[src/rtl/sc_pkg.sv]
package sc_pkg;
  typedef enum logic [1:0] {BG_IDLE, BG_WAIT, BG_OPEN} bg_state_e;
  localparam int unsigned CYC_525 = 9;
  localparam int unsigned CYC_625 = 10;
  localparam int unsigned CYC_MAX = (CYC_625 > CYC_525) ? CYC_625 : CYC_525;
  localparam int unsigned CYC_W   = $clog2(CYC_MAX + 1);
endpackage

[src/rtl/sc_rst_sync.sv]
module sc_rst_sync (
  input  logic clk,
  input  logic rst_n,
  output logic rst_n_o
);
  logic [1:0] sync_q;

  always_ff @(posedge clk or negedge rst_n) begin
    if (!rst_n) sync_q <= 2'b00;
    else        sync_q <= {sync_q[0], 1'b1};
  end

  assign rst_n_o = sync_q[1];
endmodule

[src/rtl/sc_step_loader.sv]
module sc_step_loader #(
  parameter int unsigned SLICE_W  = 4,
  parameter int unsigned N_SLICES = 8,
  parameter int unsigned RB_BYTES = 3,
  localparam int unsigned ACC_W  = SLICE_W * N_SLICES,
  localparam int unsigned ADDR_W = $clog2(N_SLICES),
  localparam int unsigned SEL_W  = $clog2(RB_BYTES + 1),
  localparam int unsigned RB_LO  = ACC_W - 8 * RB_BYTES
) (
  input  logic              clk,
  input  logic              rst_n,
  input  logic              wr_en,
  input  logic [ADDR_W-1:0] wr_addr,
  input  logic [SLICE_W-1:0] wr_data,
  input  logic [SEL_W-1:0]  rd_sel,
  output logic [7:0]        rd_data,
  output logic [ACC_W-1:0]  step_o
);
  localparam logic [ADDR_W-1:0] LAST_ADDR = ADDR_W'(N_SLICES - 1);

  logic [ACC_W-1:0] stage_q, stage_d;
  logic [ACC_W-1:0] step_q, step_d;
  logic             commit;
  logic [7:0]       rb_byte [RB_BYTES];

  assign commit = wr_en && (wr_addr == LAST_ADDR);

  always_comb begin
    stage_d = stage_q;
    if (wr_en) begin
      for (int k = 0; k < N_SLICES; k++) begin
        if (wr_addr == ADDR_W'(k)) stage_d[k*SLICE_W +: SLICE_W] = wr_data;
      end
    end
    step_d = step_q;
    if (commit) step_d = stage_d;
  end

  always_ff @(posedge clk or negedge rst_n) begin
    if (!rst_n) begin
      stage_q <= '0;
      step_q  <= '0;
    end else begin
      if (wr_en)  stage_q <= stage_d;
      if (commit) step_q  <= step_d;
    end
  end

  for (genvar b = 0; b < RB_BYTES; b++) begin : g_rb
    assign rb_byte[b] = step_q[RB_LO + 8*b +: 8];
  end

  always_comb begin
    rd_data = '0;
    for (int b = 0; b < RB_BYTES; b++) begin
      if (rd_sel == SEL_W'(b)) rd_data = rb_byte[b];
    end
  end

  assign step_o = step_q;


  no_early_commit_chk: assert property (@(posedge clk) disable iff (!rst_n)
    !(wr_en && wr_addr == LAST_ADDR) |=> $stable(step_o));
endmodule

[src/rtl/sc_phase_accum.sv]
module sc_phase_accum #(
  parameter int unsigned ACC_W = 32,
  parameter int unsigned PH_W  = 10
) (
  input  logic             clk,
  input  logic             rst_n,
  input  logic             pix_en,
  input  logic             clr_i,
  input  logic [ACC_W-1:0] step_i,
  output logic [PH_W-1:0]  phase_o,
  output logic             wrap_o
);
  logic [ACC_W-1:0] acc_q, acc_d;
  logic             wrap_q, wrap_d;
  logic [ACC_W:0]   sum;

  assign sum = {1'b0, acc_q} + {1'b0, step_i};

  always_comb begin
    acc_d  = acc_q;
    wrap_d = 1'b0;
    if (clr_i) begin
      acc_d = '0;
    end else if (pix_en) begin
      acc_d  = sum[ACC_W-1:0];
      wrap_d = sum[ACC_W];
    end
  end

  always_ff @(posedge clk or negedge rst_n) begin
    if (!rst_n) begin
      acc_q  <= '0;
      wrap_q <= 1'b0;
    end else begin
      acc_q  <= acc_d;
      wrap_q <= wrap_d;
    end
  end

  assign phase_o = acc_q[ACC_W-1 -: PH_W];
  assign wrap_o  = wrap_q;


  hold_when_idle_chk: assert property (@(posedge clk) disable iff (!rst_n)
    (!pix_en && !clr_i) |=> ($stable(acc_q) && !wrap_o));


  frame_clear_chk: assert property (@(posedge clk) disable iff (!rst_n)
    clr_i |=> (phase_o == '0 && !wrap_o));
endmodule

[src/rtl/sc_burst_gate.sv]
module sc_burst_gate
  import sc_pkg::*;
#(
  parameter int unsigned DLY_W = 8
) (
  input  logic             clk,
  input  logic             rst_n,
  input  logic             pix_en,
  input  logic             hsync,
  input  logic             wrap_i,
  input  logic             pal_i,
  input  logic [DLY_W-1:0] dly_i,
  output logic             burst_o
);
  bg_state_e        st_q, st_d;
  logic [DLY_W-1:0] dly_q, dly_d;
  logic [CYC_W-1:0] cyc_q, cyc_d;
  logic [CYC_W-1:0] target;
  logic             hs_q;
  logic             hs_rise;

  assign hs_rise = hsync && !hs_q;
  assign target  = pal_i ? CYC_W'(CYC_625) : CYC_W'(CYC_525);

  always_comb begin
    st_d  = st_q;
    dly_d = dly_q;
    cyc_d = cyc_q;
    unique case (st_q)
      BG_WAIT: begin
        if (pix_en) begin
          if (dly_q == '0) begin
            st_d  = BG_OPEN;
            cyc_d = '0;
          end else begin
            dly_d = dly_q - 1'b1;
          end
        end
      end
      BG_OPEN: begin
        if (wrap_i) begin
          if (cyc_q >= target - 1'b1) st_d = BG_IDLE;
          else                        cyc_d = cyc_q + 1'b1;
        end
      end
      default: ;
    endcase
    if (hs_rise) begin
      st_d  = BG_WAIT;
      dly_d = dly_i;
      cyc_d = '0;
    end
  end

  always_ff @(posedge clk or negedge rst_n) begin
    if (!rst_n) begin
      st_q  <= BG_IDLE;
      dly_q <= '0;
      cyc_q <= '0;
      hs_q  <= 1'b0;
    end else begin
      st_q  <= st_d;
      dly_q <= dly_d;
      cyc_q <= cyc_d;
      hs_q  <= hsync;
    end
  end

  assign burst_o = (st_q == BG_OPEN);


  sync_edge_closes_chk: assert property (@(posedge clk) disable iff (!rst_n)
    hs_rise |=> !burst_o);


  close_cause_chk: assert property (@(posedge clk) disable iff (!rst_n)
    $fell(burst_o) |-> ($past(wrap_i) || $past(hs_rise)));


  open_after_delay_chk: assert property (@(posedge clk) disable iff (!rst_n)
    $rose(burst_o) |-> ($past(st_q == BG_WAIT) && $past(dly_q == '0) && $past(pix_en)));


  cycle_bound_chk: assert property (@(posedge clk) disable iff (!rst_n)
    cyc_q < CYC_W'(CYC_MAX));
endmodule

[src/rtl/subcarrier_gen.sv]
module subcarrier_gen #(
  parameter int unsigned SLICE_W  = 4,
  parameter int unsigned N_SLICES = 8,
  parameter int unsigned PH_W     = 10,
  parameter int unsigned DLY_W    = 8,
  parameter int unsigned RB_BYTES = 3,
  localparam int unsigned ACC_W  = SLICE_W * N_SLICES,
  localparam int unsigned ADDR_W = $clog2(N_SLICES),
  localparam int unsigned SEL_W  = $clog2(RB_BYTES + 1)
) (
  input  logic               clk,
  input  logic               rst_n,
  input  logic               pix_en,
  input  logic               wr_en,
  input  logic [ADDR_W-1:0]  wr_addr,
  input  logic [SLICE_W-1:0] wr_data,
  input  logic [SEL_W-1:0]   rd_sel,
  output logic [7:0]         rd_data,
  input  logic               std_pal,
  input  logic [DLY_W-1:0]   burst_dly,
  input  logic               hsync,
  input  logic               frame_lock,
  input  logic               frame_sof,
  output logic [PH_W-1:0]    phase_out,
  output logic               burst_en
);
  logic             rst_n_s;
  logic [ACC_W-1:0] step;
  logic             wrap;
  logic             clr;

  assign clr = frame_lock && frame_sof;

  sc_rst_sync u_rst (
    .clk     (clk),
    .rst_n   (rst_n),
    .rst_n_o (rst_n_s)
  );

  sc_step_loader #(
    .SLICE_W  (SLICE_W),
    .N_SLICES (N_SLICES),
    .RB_BYTES (RB_BYTES)
  ) u_load (
    .clk     (clk),
    .rst_n   (rst_n_s),
    .wr_en   (wr_en),
    .wr_addr (wr_addr),
    .wr_data (wr_data),
    .rd_sel  (rd_sel),
    .rd_data (rd_data),
    .step_o  (step)
  );

  sc_phase_accum #(
    .ACC_W (ACC_W),
    .PH_W  (PH_W)
  ) u_acc (
    .clk     (clk),
    .rst_n   (rst_n_s),
    .pix_en  (pix_en),
    .clr_i   (clr),
    .step_i  (step),
    .phase_o (phase_out),
    .wrap_o  (wrap)
  );

  sc_burst_gate #(
    .DLY_W (DLY_W)
  ) u_burst (
    .clk     (clk),
    .rst_n   (rst_n_s),
    .pix_en  (pix_en),
    .hsync   (hsync),
    .wrap_i  (wrap),
    .pal_i   (std_pal),
    .dly_i   (burst_dly),
    .burst_o (burst_en)
  );
endmodule

[config.mk]
export PLATFORM = sky130hd
export DESIGN_NAME = subcarrier_gen
export DESIGN_NICKNAME = d
export VERILOG_FILES = /design/src/rtl/sc_pkg.sv /design/src/rtl/sc_rst_sync.sv /design/src/rtl/sc_step_loader.sv /design/src/rtl/sc_phase_accum.sv /design/src/rtl/sc_burst_gate.sv /design/src/rtl/subcarrier_gen.sv
export SDC_FILE = /design/constraint.sdc
export NUM_CORES = 1
export LEC_CHECK = 0
export ABC_AREA = 1
export ABC_CLOCK_PERIOD_IN_PS = 4400
export BUFFER_PORTS_ARGS = -buffer_cell sky130_fd_sc_hd__buf_2
export CAP_MARGIN = 5
export CORE_ASPECT_RATIO = 0.8
export CORE_MARGIN = 2
export CORE_UTILIZATION = 55
export DETAILED_ROUTE_END_ITERATION = 6
export HOLD_SLACK_MARGIN = 0.06
export PLACE_DENSITY_LB_ADDON = 0.08
export SYNTH_ARGS = -nofsm -noshare
export SYNTH_HDL_FRONTEND = slang
export SYNTH_SLANG_ARGS = --single-unit
[constraint.sdc]
create_clock -name clk -period 4.4 [get_ports clk]
set_input_delay 1.32 -clock clk [delete_from_list [all_inputs] [get_ports clk]]
set_output_delay 1.32 -clock clk [all_outputs]
set_load 0.005 [all_outputs]
==> results of run 1 <==
## metal layers
metal,GRT usage (%),up-vias,wire length [µm]
met5,0,-,0
met4,5.991,0,208
met3,4.634,20,916
met2,40.67,139,7405
met1,38.47,2763,8753
li1,-,3170,-
## Yosys cell counts (3+ instances only)
cell type and n:
buf_4 10, o21bai_1 3, nand4_1 4, mux2_2 3, o21ai_0 37, a31oi_1 3, clkbuf_1 5, o31ai_1 3
nor3_1 6, a21oi_1 37, nor2_4 6, inv_1 140, mux2_4 24, nand3b_1 3, ha_1 36, nand2_1 369
nand3_1 55, dfrtp_1 110, nand2_2 4, inv_2 4, nor2_1 60, o21ai_1 25, nand2_4 8
## power by group through the flow
| stage | combinational (mW) | sequential (mW) | clock, mW |
|---|---|---|---|
| after floorplan | 1.55 | 1.48 | 0 |
| after global placement | 1.89 | 1.58 | 0 |
| after detailed placement | 1.93 | 1.58 | 0 |
| after CTS | 1.94 | 1.57 | 0.842 |
| after global routing | 2.23 | 1.60 | 0.881 |
| final | 1.95 | 1.56 | 0.818 |
## per-stage QoR
step / utilization [%] / cell area [µm²] / power [mW] / hold slack [ps] / cells
floorplan: - / 7247 / 3.029 / 331.2 / 986
global placement: 58.60 / 7542 / 3.470 / 333.2 / 1186
detailed placement: 58.60 / 7542 / 3.503 / 340.4 / 1186
CTS: 60.89 / 7836 / 4.343 / 362.0 / 1202
global route: 60.89 / 7836 / 4.716 / 375.9 / 1202
finish: 60.89 / 7836 / 4.333 / 358.6 / 1202
## worst max-delay path: stages
cell     delay [ps]
buf_2           100
inv_1            40
nor2_1          490
nand2_1         110
nand3_1         120
buf_2           120
## final cells by class
cell class                      instances  area, µm²  area share (%)
Multi-Input combinational cell        710       3784           48.28
Tap cell                              175      219.0           2.794
Clock inverter                          6      65.06          0.8303
Timing Repair Buffer                   46      237.7           3.034
Sequential cell                       110       2756           35.17
Inverter                              145      545.5           6.962
Clock buffer                           10      229.0           2.922
## cell usage in the layout (no fill, tap or decap), drive strengths merged, types with 3 or more instances in the layout
cell	instances
buf	46
a31oi	3
nand3b	3
mux2	27
a21oi	37
nand4	4
ha	36
nand3	57
dfrtp	110
nor2	70
o31ai	3
nor3	6
o21bai	4
inv	147
o21ai	62
nand2	381
clkinv	4
clkbuf	10
## registers in the layout, indices dropped and copies added (netlist names)
name / flops
u_burst.dly_q: 8
u_acc.acc_q: 32
u_acc.wrap_o: 1
u_load.step_o: 32
u_burst.cyc_q: 4
u_burst.st_q: 2
u_burst.hs_q: 1
u_load.stage_q: 28
u_rst.sync_q: 2
## worst paths after layout
path | slack (ps) | startpoint | to
worst max-delay path | 790 | rd_sel[0] | rd_data[5]
worst min-delay path | 360 | u_rst.sync_q[0] | u_rst.sync_q[1]
worst max register to register | 2030 | u_load.step_o[0] | u_acc.wrap_o
worst min register to register | 360 | u_rst.sync_q[0] | u_rst.sync_q[1]
max in group asynchronous | 2900 | u_rst.sync_q[1] | u_load.step_o[13]
min in group asynchronous | 510 | u_rst.sync_q[1] | u_load.step_o[4]
## cells by family (layout without fill, tap and decap cells)
family / Yosys count / in the layout
compound gates: 117 / 117
xor+xnor: 4 / 4
fa+ha+maj: 37 / 37
buf+inv: 166 / 207
flops: 110 / 110
mux: 27 / 27
other cells: 1 / 1
simple gates: 524 / 524
==> flow_summary.json, run 1 <==
{
  "status": "finished clean",
  "crit_arrival_ps": 2290,
  "yosysSeqAreaShare_pct": 37.98,
  "skew_ps": 7.502,
  "yosys_most_used_dff": "dfrtp_1",
  "synth_cells": 986,
  "fmax_ghz": 0.2773,
  "area.growth.synth_to_final_pct": 8.132,
  "synthAdderAreaFrac_pct": 6.492,
  "synth-async-reset-ratio_pct": 100.0,
  "max_slew.worst_pin.slew_ps": 1010,
  "slew_viol_final": 0,
  "grt_max_degree": 79,
  "p_leak_nw": 4.425,
  "hold_violations": 0,
  "synth_edf_count": 0,
  "globalRouteOverflowTotal": 0,
  "p_per_area_nw_per_um2": 552.9,
  "worst_slack_ps": 794.1,
  "post_cts_resized": 0,
  "vias": 6092,
  "routed_wl_um": 17280,
  "antenna_found_initial": 0,
  "ctsHoldBuffers": 0,
  "port_buffers": 43,
  "yosysUniqueCellTypes": 47,
  "synth-simple-area-share_pct": 30.87,
  "place_ws_ps": 804.3,
  "swShare_pct": 43.21,
  "netlist.area_leader.share_pct": 37.98,
  "final.min_clock_period_ps": 3606,
  "clk_pin_slew_ps": 80,
  "avgViaCountPerCell": 5.068,
  "max-vdd-ir-drop_v": 0.0002652,
  "syn_nets": 1048,
  "cts_sinks": 110,
  "relSlewSlack_pct": 32.64,
  "worstHoldPathType": "register to register",
  "die_x_um": 132.3,
  "finalCritPeriodShare_pct": 81.95,
  "die_area_um2": 14120,
  "cts_buffers": 9,
  "cts_setup_buffers": 0,
  "grt_setup_unrepaired": "false",
  "cts_tree": "yes",
  "floorplan.initialDensity_pct": 56.31,
  "p_switching_mw": 1.872,
  "ys_ff_latch": 110,
  "yosys.area.top_type": "dfrtp_1",
  "htreeDepth": 3,
  "worstSetupEndpointType": "output port",
  "crit_path_start_kind": "input port",
  "fillers": 1259,
  "drt_iter0_drc": 467,
  "cts_root_buffer": "clkbuf_16",
  "num_antenna_cells": 0,
  "core_um2": 12870,
  "track_usage_pct": 26.23,
  "clkLatencyLatePin_ps": 370,
  "seqPwrFrac_pct": 36.1,
  "drc": 0,
  "tns_ps": 0,
  "internal-power_mw": 2.461,
  "combPwrFrac_pct": 45.0,
  "critPathRequiredTime_ps": 3080,
  "crit_fanout": 8,
  "place_hpwl_um": 13220,
  "rows": 37,
  "synth_area_um2": 7247,
  "dr.pass1.iters": 7,
  "synthXorXnorAreaFrac_pct": 0.4834,
  "design.portCount": 44,
  "avgSynthCellArea_um2": 7.350,
  "clkPwrFrac_pct": 18.9,
  "synthTopCellsByArea": "dfrtp_1, nand2_1, inv_1, ha_1, mux2_4",
  "ant_nets": 0,
  "avgRoutedWirePerCell_um": 14.38,
  "final_layout_size_suffix_gt1_share_pct": 11.88,
  "synth_top_family_by_area": "simple AND/OR/NAND/NOR gates",
  "clk_path_buf_depth": 2,
  "ys_warn_count": 0,
  "muxShareOfSynthArea_pct": 5.439,
  "routabilityCongestion": 0.9390,
  "maxCapViolCount": 0,
  "fin_nets": 1084,
  "hold_depth": 0,
  "grt_pass1_vias": 5751,
  "synth_compound_area_share_pct": 8.840,
  "criticalPathCategory": "input port to output port",
  "die_y_um": 106.7,
  "grt_pass1_wl_um": 28990,
  "r2r_cells": 12,
  "setup_viol": 0
}
Power figures use the tool's default switching activity.
==> run 2, diff against run 1 <==
--- a/config.mk
+++ b/config.mk
@@ -6,7 +6,7 @@
 export NUM_CORES = 1
 export LEC_CHECK = 0
 export ABC_AREA = 1
-export ABC_CLOCK_PERIOD_IN_PS = 4400
+export ABC_CLOCK_PERIOD_IN_PS = 3400
 export BUFFER_PORTS_ARGS = -buffer_cell sky130_fd_sc_hd__buf_2
 export CAP_MARGIN = 5
 export CORE_ASPECT_RATIO = 0.8
==> constraint.sdc (replaced) <==
create_clock -name clk -period 3.4 [get_ports clk]
set_input_delay 1.02 -clock clk [delete_from_list [all_inputs] [get_ports clk]]
set_output_delay 1.02 -clock clk [all_outputs]
set_load 0.005 [all_outputs]
==> run 2 against run 1 <==
Compared with the run above: clock skew down 0.80 ps; critical path depth unchanged; global-route usage about the same; clock-buffer cell count up 1; worst setup slack worse by 100 ps; power up 31%; final area up 0.81%; worst hold slack worse by 8.9 ps; sequential power up 29%; critical path type unchanged.
==> flow_summary.json, run 2 (same netlist as run 1, synthesis figures left out) <==
{
  "status": "finished clean",
  "hold_end": "u_rst.sync_q[1]",
  "drc": 0,
  "crit_arrival_ps": 1690,
  "grt_max_degree": 56,
  "fillers": 1271,
  "p_leak_nw": 4.462,
  "cts_buffers": 9,
  "routabilityCongestion": 0.9420,
  "r2r_cells": 12,
  "ant_nets": 0,
  "critPathRequiredTime_ps": 2380,
  "crit_path_start_kind": "input port",
  "grt_pass1_vias": 5685,
  "cts_setup_buffers": 0,
  "clk_path_buf_depth": 2,
  "num_antenna_cells": 0,
  "worstHoldPathType": "register to register",
  "finalCritPeriodShare_pct": 79.67,
  "port_buffers": 43,
  "crit_chain": "buf_2 -> nor2_1 -> buf_4 -> nand2_1 -> nand3_1 -> buf_2",
  "die_x_um": 132.3,
  "p_per_area_nw_per_um2": 721.0,
  "crit_slowest_cell": "buf_4",
  "max_slew.worst_pin.slew_ps": 729.7,
  "cts_sinks": 110,
  "mostFrequentLayoutCells": "nand2_1, inv_1, dfrtp_1, nor2_1, nand3_1",
  "cts_tree": "yes",
  "final_common_cell": "nand2_1",
  "fmax_ghz": 0.3692,
  "avgViaCountPerCell": 5.115,
  "hold_depth": 0,
  "clk_pin_slew_ps": 70,
  "htreeDepth": 3,
  "clkLatencyLatePin_ps": 360,
  "avgRoutedWirePerCell_um": 14.27,
  "hold_violations": 0,
  "dr.pass1.iters": 5,
  "globalRouteOverflowTotal": 0,
  "final.min_clock_period_ps": 2709,
  "r2r_slack_ps": 1060,
  "skew_ps": 6.702,
  "relSlewSlack_pct": 51.35,
  "worst_path_largest_cell_delay_ps": 170,
  "holdWs_ps": 349.7,
  "slew_viol_final": 0,
  "drt_iter0_drc": 425,
  "min_from": "u_rst.sync_q[0]",
  "critPathTopFamily": "buffers and inverters",
  "die_area_um2": 14120,
  "routed_wl_um": 17190,
  "r2r-start": "u_acc.acc_q[0]",
  "area.growth.synth_to_final_pct": 9.012,
  "tns_ps": 0,
  "cts_root_buffer": "clkbuf_16",
  "final_layout_size_suffix_gt1_share_pct": 12.23,
  "grt_setup_unrepaired": "false",
  "track_usage_pct": 26.27,
  "vias": 6164,
  "seqCellArea_um2": 2756,
  "maxCapViolCount": 0,
  "floorplan.initialDensity_pct": 56.31,
  "place_area_um2": 7577,
  "die_y_um": 106.7,
  "rows": 37,
  "setup_viol": 0,
  "grt_pass1_wl_um": 29020,
  "core_um2": 12870,
  "ctsHoldBuffers": 0,
  "crit_path_frequent_cell": "buf_2",
  "criticalPathCategory": "input port to output port",
  "worstSetupEndpointType": "output port",
  "r2r_end": "u_acc.wrap_o",
  "place_hpwl_um": 13140,
  "fin_area_um2": 7900,
  "cp.buffers_inverters": 3,
  "post_cts_resized": 0,
  "antenna_found_initial": 0,
  "multi_input_area_um2": 3784,
  "fin_nets": 1087,
  "max-vdd-ir-drop_v": 0.0004168,
  "design.portCount": 44,
  "crit_fanout": 8
}
==> run 2: worst register-to-register path, cell delays in order (launching register included) <==
cell	delay (ps)
dfrtp_1	370
ha_1	250
inv_1	80
fa_1	380
inv_1	140
nand3_1	80
nand3_1	150
nand2_1	70
nand2_1	180
nand2_1	110
nand3_1	130
nand2_1	60
a21oi_1	240
==> run 2: area by class of cell <==
class | count | area share, %
multi-input cells | 710 | 47.89
flip-flops and latches | 110 | 34.89
clock inverters | 5 | 0.8869
repair buffers | 49 | 3.453
clock buffers | 11 | 3.199
well taps | 175 | 2.772
inverters | 145 | 6.905
==> run 2: worst max-delay path by stage <==
stage,endpoint,startpoint,cells past startpoint,slack [ps]
4_1_cts,rd_data[5],rd_sel[1],6,700
6_report,rd_data[5],rd_sel[1],6,690
2_1_floorplan,u_acc.acc_q[0],u_rst.sync_q[1],0,110
3_5_place_dp,rd_data[5],rd_sel[1],6,700
3_3_place_gp,rd_data[5],rd_sel[0],7,730
5_1_grt,rd_data[5],rd_sel[0],7,600
==> run 2: per-stage QoR <==
step                setup slack [ps]  total power [mW]  utilization (%)  instances
finish                         691.1             5.696            61.38       1205
global route                   596.7             6.194            61.38       1205
CTS                            697.5             5.714            61.38       1205
detailed placement             704.5             4.531            58.88       1189
global placement               727.7             4.494            58.88       1189
floorplan                      108.8             3.920                -        986
==> run 2: where the power goes <==
group / total [mW] / internal [mW] / switching [mW]
Sequential: 2.02 / 1.69 / 0.325
Clock: 1.15 / 0.628 / 0.521
Combinational: 2.53 / 0.975 / 1.55
Total: 5.70 / 3.30 / 2.40
==> run 2: metal layers <==
metal	global-route usage (%)	vias up	share of wire [%]
met1	37.89	2839	50
met5	0	-	0
met4	7.373	0	1.5
met2	39.97	132	43
li1	-	3177	-
met3	5.816	16	5.3
